===== config.mk =====
export PLATFORM = sky130hd
export DESIGN_NAME = smram_router
export DESIGN_NICKNAME = d
export VERILOG_FILES = /design/src/rtl/smr_pkg.sv /design/src/rtl/smr_region_decode.sv /design/src/rtl/smr_route_policy.sv /design/src/rtl/smr_resp_reg.sv /design/src/rtl/smram_router.sv
export SDC_FILE = /design/constraint.sdc
export NUM_CORES = 1
export LEC_CHECK = 0
export ABC_AREA = 0
export BUFFER_PORTS_ARGS = -buffer_cell sky130_fd_sc_hd__buf_2
export CORE_MARGIN = 2
export CORE_UTILIZATION = 40
export CTS_CLUSTER_DIAMETER = 100
export CTS_CLUSTER_SIZE = 12
export DETAILED_ROUTE_END_ITERATION = 7
export PLACE_DENSITY_LB_ADDON = 0.1
export SYNTH_ARGS = -nofsm -noshare
export SYNTH_HDL_FRONTEND = slang
export SYNTH_SLANG_ARGS = --single-unit

===== constraint.sdc =====
create_clock -name clk -period 5.15 [get_ports clk]
set_input_delay 0.515 -clock clk [delete_from_list [all_inputs] [get_ports clk]]
set_output_delay 0.515 -clock clk [all_outputs]
set_load 0.02 [all_outputs]

===== src/rtl/smr_pkg.sv =====
package smr_pkg;

   typedef enum logic [1:0] {
      CYC_READ  = 2'd0,
      CYC_WRITE = 2'd1,
      CYC_WBACK = 2'd2,
      CYC_RSVD  = 2'd3
   } cyc_e;

   typedef enum logic [1:0] {
      SRC_CPU  = 2'd0,
      SRC_GFX  = 2'd1,
      SRC_HUB  = 2'd2,
      SRC_RSVD = 2'd3
   } src_e;

   typedef enum logic [1:0] {
      RT_DRAM = 2'd0,
      RT_HUB  = 2'd1,
      RT_TERM = 2'd2,
      RT_NONE = 2'd3
   } route_e;

   typedef struct packed {
      route_e route;
      logic   abort;
      logic   fill;
   } verdict_t;

endpackage


===== src/rtl/smr_region_decode.sv =====
module smr_region_decode
   import smr_pkg::*;
#(
   parameter int ADDR_W     = 32,
   parameter int SZ1_KB     = 128,
   parameter int SZ2_KB     = 512,
   parameter int SZ3_KB     = 1024,
   parameter bit CLAMP_BASE = 1'b1
) (
   input  logic              cfg_rgn_en,
   input  logic [1:0]        cfg_size_sel,
   input  logic [ADDR_W-1:0] cfg_dram_size,
   input  logic [ADDR_W-1:0] req_addr,
   output logic              rgn_active,
   output logic              rgn_hit,
   output logic              below_top,
   output logic [ADDR_W-1:0] os_top
);

   localparam logic [ADDR_W-1:0] SZ1_B = ADDR_W'(SZ1_KB) << 10;
   localparam logic [ADDR_W-1:0] SZ2_B = ADDR_W'(SZ2_KB) << 10;
   localparam logic [ADDR_W-1:0] SZ3_B = ADDR_W'(SZ3_KB) << 10;

   logic [ADDR_W-1:0] rgn_bytes;
   logic [ADDR_W-1:0] rgn_base;
   logic              above_base;

   always_comb begin
      unique case (cfg_size_sel)
         2'd1:    rgn_bytes = SZ1_B;
         2'd2:    rgn_bytes = SZ2_B;
         2'd3:    rgn_bytes = SZ3_B;
         default: rgn_bytes = '0;
      endcase
   end

   assign rgn_active = cfg_rgn_en && (cfg_size_sel != 2'd0);

   generate
      if (CLAMP_BASE) begin : g_clamp
         always_comb begin
            if (cfg_dram_size < rgn_bytes) rgn_base = '0;
            else                           rgn_base = cfg_dram_size - rgn_bytes;
         end
      end else begin : g_wrap
         assign rgn_base = cfg_dram_size - rgn_bytes;
      end
   endgenerate

   assign below_top  = req_addr < cfg_dram_size;
   assign above_base = req_addr >= rgn_base;
   assign rgn_hit    = rgn_active && above_base && below_top;
   assign os_top     = rgn_active ? rgn_base : cfg_dram_size;

endmodule


===== src/rtl/smr_route_policy.sv =====
module smr_route_policy
   import smr_pkg::*;
(
   input  logic       rgn_hit,
   input  logic       below_top,
   input  logic [1:0] req_kind,
   input  logic [1:0] req_origin,
   input  logic       req_smm,
   input  logic       cfg_ext_en,
   output verdict_t   verdict
);

   logic from_cpu;
   logic is_wback;
   logic is_read;
   logic cpu_owned;

   assign from_cpu  = src_e'(req_origin) == SRC_CPU;
   assign is_wback  = cyc_e'(req_kind) == CYC_WBACK;
   assign is_read   = cyc_e'(req_kind) == CYC_READ;
   assign cpu_owned = from_cpu && (is_wback || req_smm);

   always_comb begin
      if (!rgn_hit) begin
         verdict.route = below_top ? RT_DRAM : RT_HUB;
      end else if (cpu_owned) begin
         verdict.route = RT_DRAM;
      end else if (cfg_ext_en) begin
         verdict.route = RT_HUB;
      end else begin
         verdict.route = RT_TERM;
      end
      verdict.abort = verdict.route == RT_TERM;
      verdict.fill  = verdict.abort && is_read;
   end

endmodule


===== src/rtl/smr_resp_reg.sv =====
module smr_resp_reg
   import smr_pkg::*;
#(
   parameter int ADDR_W = 32,
   parameter int DATA_W = 64
) (
   input  logic              clk,
   input  logic              rst_n,
   input  logic              req_valid,
   input  logic [ADDR_W-1:0] req_addr,
   input  verdict_t          verdict,
   output logic              rsp_valid,
   output logic [1:0]        rsp_route,
   output logic [ADDR_W-1:0] rsp_addr,
   output logic              rsp_abort,
   output logic [DATA_W-1:0] rsp_data
);

   logic fill_q;

   always_ff @(posedge clk) begin
      if (!rst_n) begin
         rsp_valid <= 1'b0;
         rsp_route <= 2'd0;
         rsp_addr  <= '0;
         rsp_abort <= 1'b0;
         fill_q    <= 1'b0;
      end else begin
         rsp_valid <= req_valid;
         if (req_valid) begin
            rsp_route <= verdict.route;
            rsp_addr  <= req_addr;
            rsp_abort <= verdict.abort;
            fill_q    <= verdict.fill;
         end
      end
   end

   assign rsp_data = fill_q ? '1 : '0;

endmodule


===== src/rtl/smram_router.sv =====
module smram_router
   import smr_pkg::*;
#(
   parameter int ADDR_W     = 32,
   parameter int DATA_W     = 64,
   parameter int SZ1_KB     = 128,
   parameter int SZ2_KB     = 512,
   parameter int SZ3_KB     = 1024,
   parameter bit CLAMP_BASE = 1'b1,
   parameter bit REG_OS_TOP = 1'b0
) (
   input  logic              clk,
   input  logic              rst_n,
   input  logic              req_valid,
   input  logic [ADDR_W-1:0] req_addr,
   input  logic [1:0]        req_kind,
   input  logic [1:0]        req_origin,
   input  logic              req_smm,
   input  logic              cfg_rgn_en,
   input  logic [1:0]        cfg_size_sel,
   input  logic              cfg_ext_en,
   input  logic [ADDR_W-1:0] cfg_dram_size,
   output logic              rsp_valid,
   output logic [1:0]        rsp_route,
   output logic [ADDR_W-1:0] rsp_addr,
   output logic              rsp_abort,
   output logic [DATA_W-1:0] rsp_data,
   output logic [ADDR_W-1:0] os_top
);

   localparam int MAX_KB = 1024;

   generate
      if (ADDR_W < 21 || ADDR_W > 64) begin : g_bad_addr_w
         $error("smram_router: ADDR_W must lie in 21..64");
      end
      if (DATA_W < 8 || (DATA_W % 8) != 0) begin : g_bad_data_w
         $error("smram_router: DATA_W must be a whole number of bytes");
      end
      if (SZ1_KB <= 0 || SZ1_KB >= SZ2_KB || SZ2_KB >= SZ3_KB) begin : g_bad_order
         $error("smram_router: region sizes must be positive and ascending");
      end
      if (SZ3_KB > MAX_KB) begin : g_bad_max
         $error("smram_router: largest region may not exceed 1 MB");
      end
   endgenerate

   logic              rgn_active;
   logic              rgn_hit;
   logic              below_top;
   logic [ADDR_W-1:0] os_top_c;
   verdict_t          verdict;

   smr_region_decode #(
      .ADDR_W     (ADDR_W),
      .SZ1_KB     (SZ1_KB),
      .SZ2_KB     (SZ2_KB),
      .SZ3_KB     (SZ3_KB),
      .CLAMP_BASE (CLAMP_BASE)
   ) u_decode (
      .cfg_rgn_en    (cfg_rgn_en),
      .cfg_size_sel  (cfg_size_sel),
      .cfg_dram_size (cfg_dram_size),
      .req_addr      (req_addr),
      .rgn_active    (rgn_active),
      .rgn_hit       (rgn_hit),
      .below_top     (below_top),
      .os_top        (os_top_c)
   );

   smr_route_policy u_policy (
      .rgn_hit    (rgn_hit),
      .below_top  (below_top),
      .req_kind   (req_kind),
      .req_origin (req_origin),
      .req_smm    (req_smm),
      .cfg_ext_en (cfg_ext_en),
      .verdict    (verdict)
   );

   smr_resp_reg #(
      .ADDR_W (ADDR_W),
      .DATA_W (DATA_W)
   ) u_resp (
      .clk       (clk),
      .rst_n     (rst_n),
      .req_valid (req_valid),
      .req_addr  (req_addr),
      .verdict   (verdict),
      .rsp_valid (rsp_valid),
      .rsp_route (rsp_route),
      .rsp_addr  (rsp_addr),
      .rsp_abort (rsp_abort),
      .rsp_data  (rsp_data)
   );

   generate
      if (REG_OS_TOP) begin : g_os_top_reg
         logic [ADDR_W-1:0] os_top_q;
         always_ff @(posedge clk) begin
            if (!rst_n) os_top_q <= '0;
            else        os_top_q <= os_top_c;
         end
         assign os_top = os_top_q;
      end else begin : g_os_top_comb
         assign os_top = os_top_c;
      end
   endgenerate

   logic unused_active;
   assign unused_active = rgn_active;

endmodule


* Yosys cells after proc, flatten, opt, wreduce, memory -nomap -nowiden *
Index checks and enable logic that the tools add are counted.

word-level totals
  register bits after elaboration = 37
  latch bits = 0
  bits in writable memories = 0
  bits in read-only memories = 0
  input bits = 76
  memories = 0

operators by class
  $add $sub $neg = 1
  multiply operators = 0
  div/mod/pow operators = 0
  order comparisons = 3
  eq/ne operators = 5
  shift operators = 0
  mux-type cells = 8
  bitwise logic cells = 0
  reductions and logical operators = 9

operators by type and width
  operator                                                          count
  32-bit 2-to-1 mux                                                 2
  64-bit 2-to-1 mux                                                 1
  21-bit case mux with 3 select lines                               1
  32-bit greater-or-equal comparator                                1
  32-bit by 21-bit < comparator with 1-bit output                   1
  32-bit < comparator                                               1
  32-bit by 21-bit subtractor with 32-bit output                    1
  2-bit == test (second input constant)                             4
  2-bit 2-to-1 mux                                                  3
  1-bit logical AND                                                 5
  2-bit zero test                                                   2
  2-bit by 1-bit == test with 1-bit output (second input constant)  1
  2-bit nonzero test                                                1
  1-bit logical OR                                                  1
  1-bit 2-to-1 mux                                                  1

* Logic depth before layout (Yosys ltp) *
  depth in word-level cells = 10
  depth in mapped cells = 17
  depth with buffers taken out = 15

* Cells and area by module *
A second synthesis with hierarchy kept.

unflattened totals
  cells, all modules = 523
  area total of the unflattened synthesis = 4290.4 µm²

modules (own cells, without submodules)
  module             instances  cells each  area each (µm²)
  smr_region_decode  1          331         2337.2
  smr_resp_reg       1          181         1895.6
  smr_route_policy   1          11          57.6

* Worst setup path before layout *
OpenSTA, ideal clock, no wires.

  path kind = in2reg
  from = input cfg_size_sel[0]
  to = register u_resp.fill_q
  library setup time = 0.096 ns
  data arrival time = 3.712 ns
  data required time = 5.054 ns
  setup slack = 1.342 ns
  stages on the path = 17
  path buffers = 3
  path through = nand2_1 ha_1 or4_4 nor2_4 a21boi_4 nand3_2 buf_6 buf_6 buf_6 nand2_1 ha_1 nand4_2 or4_1 a221o_1 o211ai_1 a41oi_2 o41ai_2

on the way
  longest elaborated chain between the ends = 10

ends and longest elaborated chain
  item                                                                                                                      RTL line                                          RTL
  start: declaration                                                                                                        smram_router.sv:20                                input logic [1:0] cfg_size_sel,
  2-bit == test / 2-bit by 1-bit == test with 1-bit output (equally long branches)                                          smr_region_decode.sv:29                           unique case (cfg_size_sel)
  21-bit case mux with 3 select lines                                                                                       smr_region_decode.sv:29
  32-bit by 21-bit subtractor with 32-bit output / 32-bit by 21-bit < comparator with 1-bit output (equally long branches)  smr_region_decode.sv:43, smr_region_decode.sv:42
  32-bit 2-to-1 mux                                                                                                         smr_region_decode.sv:42                           if (cfg_dram_size < rgn_bytes) rgn_base = '0;
  32-bit greater-or-equal comparator                                                                                        smr_region_decode.sv:51                           assign above_base = req_addr >= rgn_base;
  1-bit logical AND (*) (2 in series)                                                                                       smr_region_decode.sv:52                           assign rgn_hit = rgn_active && above_base && below_top;
  2-bit 2-to-1 mux (*)                                                                                                      smr_route_policy.sv:24                            if (!rgn_hit) begin
  2-bit == test (*)                                                                                                         smr_route_policy.sv:33                            verdict.abort = verdict.route == RT_TERM;
  1-bit logical AND (*)                                                                                                     smr_route_policy.sv:34                            verdict.fill = verdict.abort && is_read;
  end signal: assignment                                                                                                    smr_resp_reg.sv:34                                fill_q <= verdict.fill;
  end: declaration                                                                                                          smr_resp_reg.sv:19                                logic fill_q;

Every way passes the cells marked *; elsewhere a longest branch is shown, timed or not.
A chain may end at the register's enable or synchronous reset.

* Worst setup path in the final report *
  from = input cfg_size_sel[1]
  to = register u_resp.fill_q

The elaborated chain is that of the path after synthesis.

==> impl_metrics.sql <==
INSERT INTO impl_metrics (metric_group, metric, value, unit) VALUES
('setup_path', 'capturing_element_of_the_worst_setup_path', 'u_resp.fill_q', ''),
('timing', 'finalSetupViolCount', '0', ''),
('setup_path', 'critical_path_arrival', '4.35', 'ns'),
('status', 'result_of_the_run', 'completed', ''),
('synth', 'fraction_of_synthesized_cell_area_in_xor_and_xnor_cells', '1.70', '%'),
('setup_path', 'cp-end-kind', 'flip-flop', ''),
('synth', 'post_synth_inst_count', '522', ''),
('synth', 'synth_edf_count', '0', ''),
('grt', 'globalRoute.busiestLayer', 'met2', ''),
('synth', 'synth_top_family_by_area', 'adder cells', ''),
('timing', 'worst_slew_pin_slew', '0.766', 'ns'),
('setup_path', 'startpoint_type', 'input pin', ''),
('setup_path', 'criticalPathCategory', 'in2reg', ''),
('pwr', 'vdd.ir_drop.worst', '99.2', 'uV'),
('drt', 'via_count', '3857', ''),
('floorplan', 'start_util', '40.6', '%'),
('synth', 'synth_net_count', '665', ''),
('clock_network', 'cts_post_setup_buffers_inserted', '0', ''),
('floorplan', 'die-area', '11100', 'um^2'),
('pwr', 'power.static_leakage', '2.78', 'nW'),
('drt', 'detail_route.drc_violations', '0', ''),
('grt', 'grtUsageMet2', '34.8', '%'),
('synth', 'synth_fa_ha_area_share', '20.3', '%'),
('setup_path', 'number_of_cell_instances_on_the_worst_register_to_register_path', '3', ''),
('synth', 'post_synth_and_or_nand_nor_area_fraction', '19.5', '%'),
('synth', 'synth.top_cells.by_count', '67 x ha_1, 66 x buf_4, 62 x nand2_1, 41 x a21oi_1, 37 x dfxtp_1', ''),
('clock_network', 'hold_buffers', '0', ''),
('synth', 'synth-compound-area-share', '14.9', '%'),
('grt', 'grtUsageTotal', '19.5', '%'),
('drt', 'detailedRoute.firstPassIterationCount', '4', ''),
('finish', 'area_delta_synth_final', '18.0', '%'),
('finish', 'final_layout_size_suffix_gt1_share', '34.3', '%'),
('timing', 'timing_hold_violations_final', '0', ''),
('drt', 'routed_wire_length_per_instance', '14.1', 'um'),
('synth', 'synth_top_cell_by_area', 'ha_1', ''),
('finish', 'n_antenna_cell', '0', ''),
('synth', 'postSynth.topFlopCell', 'dfxtp_1', ''),
('grt', 'grt_antenna_before_repair', '1', ''),
('synth', 'yosysMostFrequentCell', 'ha_1', ''),
('setup_path', 'r2r_end', 'u_resp.fill_q', ''),
('place', 'numPortBuffers', '207', ''),
('timing', 'fin_setup_tns', '0', 'ns'),
('floorplan', 'dieWidth', '105', 'um'),
('pwr', 'power.density_cell_area', '179', 'nW/um^2'),
('clock_network', 'clock_sinks', '37', ''),
('finish', 'num-nets-final', '801', ''),
('synth', 'synth_cell_types', '47', ''),
('drt', 'post_drt_via_cell_ratio', '4.86', ''),
('grt', 'globalRouteMet3Util', '4.51', '%'),
('clock_network', 'clock_tree.htree_level_count', '2', ''),
('grt', 'grt_pass1_wl', '17600', 'um'),
('grt', 'globalRouteOverflowTotal', '0', ''),
('synth', 'post_synth_instance_area', '4120', 'um^2'),
('timing', 'slew_headroom', '48.5', '%'),
('timing', 'setup_slack', '0.992', 'ns'),
('timing', 'fmax', '241', 'MHz'),
('clock_network', 'cts_tree', 'yes', ''),
('clock_network', 'ctsRootBufferMaster', 'clkbuf_8', ''),
('floorplan', 'core_footprint', '10100', 'um^2'),
('timing', 'unrepaired_setup_endpoints_after_global_routing', 'false', ''),
('clock_network', 'tritoncts.num_buffers', '5', ''),
('setup_path', 'reg2reg_slack', '4.21', 'ns'),
('synth', 'yosysTopAreaCellShare', '20.3', '%'),
('floorplan', 'pin_count', '208', ''),
('clock_network', 'post_cts_resize_count', '0', ''),
('setup_path', 'path_max_fanout', '29', ''),
('synth', 'yosysWarnings', '0', ''),
('clock_network', 'clk_latency', '0.28', 'ns'),
('place', 'globalplace.congestion', '0.869', ''),
('clock_network', 'clock_transition_at_the_register_clock_pins_on_the_worst_setup_and_hold_paths_after_cts', '0.08', 'ns'),
('synth', 'synth_seq_area_share', '18.0', '%');
metrics by stage:
stage          hold WS [ns]  util (%)  total power [mW]  std cells  area, um^2
6_report              0.486      48.0             0.870        794        4860
5_1_grt               0.502      48.0             0.940        794        4860
4_1_cts               0.484      48.0             0.889        794        4860
3_5_place_dp          0.456      47.1             0.666        787        4780
3_3_place_gp          0.457      47.1             0.660        787        4780
2_1_floorplan         0.530         -             0.541        522        4120
power by group:
part           switching (mW)  internal (mW)  total, mW
combinational           0.209          0.138      0.347
sequential            0.00726          0.302      0.309
clock                   0.107          0.106      0.213
cells by family after synthesis:
logic type	after synthesis
mux	34
buf+inv	118
xor+xnor	8
fa+ha+maj	67
compound gates	101
simple gates	157
flops	37
per-layer routing:
layer / up-vias / share of wire [%]
met3: 15 / 6.3
li1: 2018 / -
met1: 1715 / 43
met4: 2 / 1.5
met2: 107 / 49
met5: - / 0.071
cell type report:
class | instances | area, um^2 | share of cell area, %
Multi-Input combinational cell | 367 | 2670 | 54.8
Tap cell | 136 | 170 | 3.50
Inverter | 36 | 135 | 2.78
Clock buffer | 7 | 86.3 | 1.78
Timing Repair Buffer | 211 | 1070 | 21.9
Sequential cell | 37 | 741 | 15.2
layout by cell type (no fill, tap or decap), types with 3 or more instances in the layout:
| cell type | instances |
|---|---|
| a221oi_1 | 4 |
| buf_4 | 4 |
| inv_1 | 36 |
| nor2_1 | 12 |
| a211oi_1 | 3 |
| nor4_1 | 3 |
| o31ai_1 | 3 |
| ha_1 | 67 |
| nor3_1 | 8 |
| nand2b_1 | 7 |
| clkbuf_8 | 6 |
| mux2i_1 | 34 |
| a21o_1 | 3 |
| nand4_1 | 7 |
| o211ai_1 | 3 |
| dfxtp_1 | 37 |
| o21ai_1 | 3 |
| xnor2_1 | 7 |
| nand2_1 | 62 |
| nor2b_1 | 36 |
| a21oi_1 | 41 |
| o21ai_0 | 28 |
| nand3_1 | 8 |
| buf_2 | 207 |
worst min path at each step:
stage / from / to / slack (ns) / cells after the start
2_1_floorplan: u_resp.rsp_abort / u_resp.rsp_abort / 0.53 / 2
3_3_place_gp: u_resp.rsp_abort / u_resp.rsp_abort / 0.46 / 2
3_5_place_dp: u_resp.rsp_abort / u_resp.rsp_abort / 0.46 / 2
5_1_grt: u_resp.rsp_abort / u_resp.rsp_abort / 0.50 / 2
6_report: u_resp.rsp_abort / u_resp.rsp_abort / 0.49 / 2
4_1_cts: u_resp.rsp_abort / u_resp.rsp_abort / 0.48 / 2
flip-flops by register name (all words and copies together), names as in the netlist:
register and cells:
u_resp.rsp_route 2, u_resp.rsp_abort 1, u_resp.rsp_addr 32, u_resp.rsp_valid 1, u_resp.fill_q 1
critical path: stages:
cell and delay, ns:
buf_2 0.12, nand2_1 0.07, ha_1 0.23, or4_4 0.45
nor2_4 0.13, a21boi_4 0.30, nand3_2 0.51, nand2_1 0.24
ha_1 0.18, nand4_2 0.13, or4_1 0.52, a221o_1 0.27
o211ai_1 0.12, a41oi_2 0.21, o41ai_2 0.33
(Power assumes the default switching activity.)
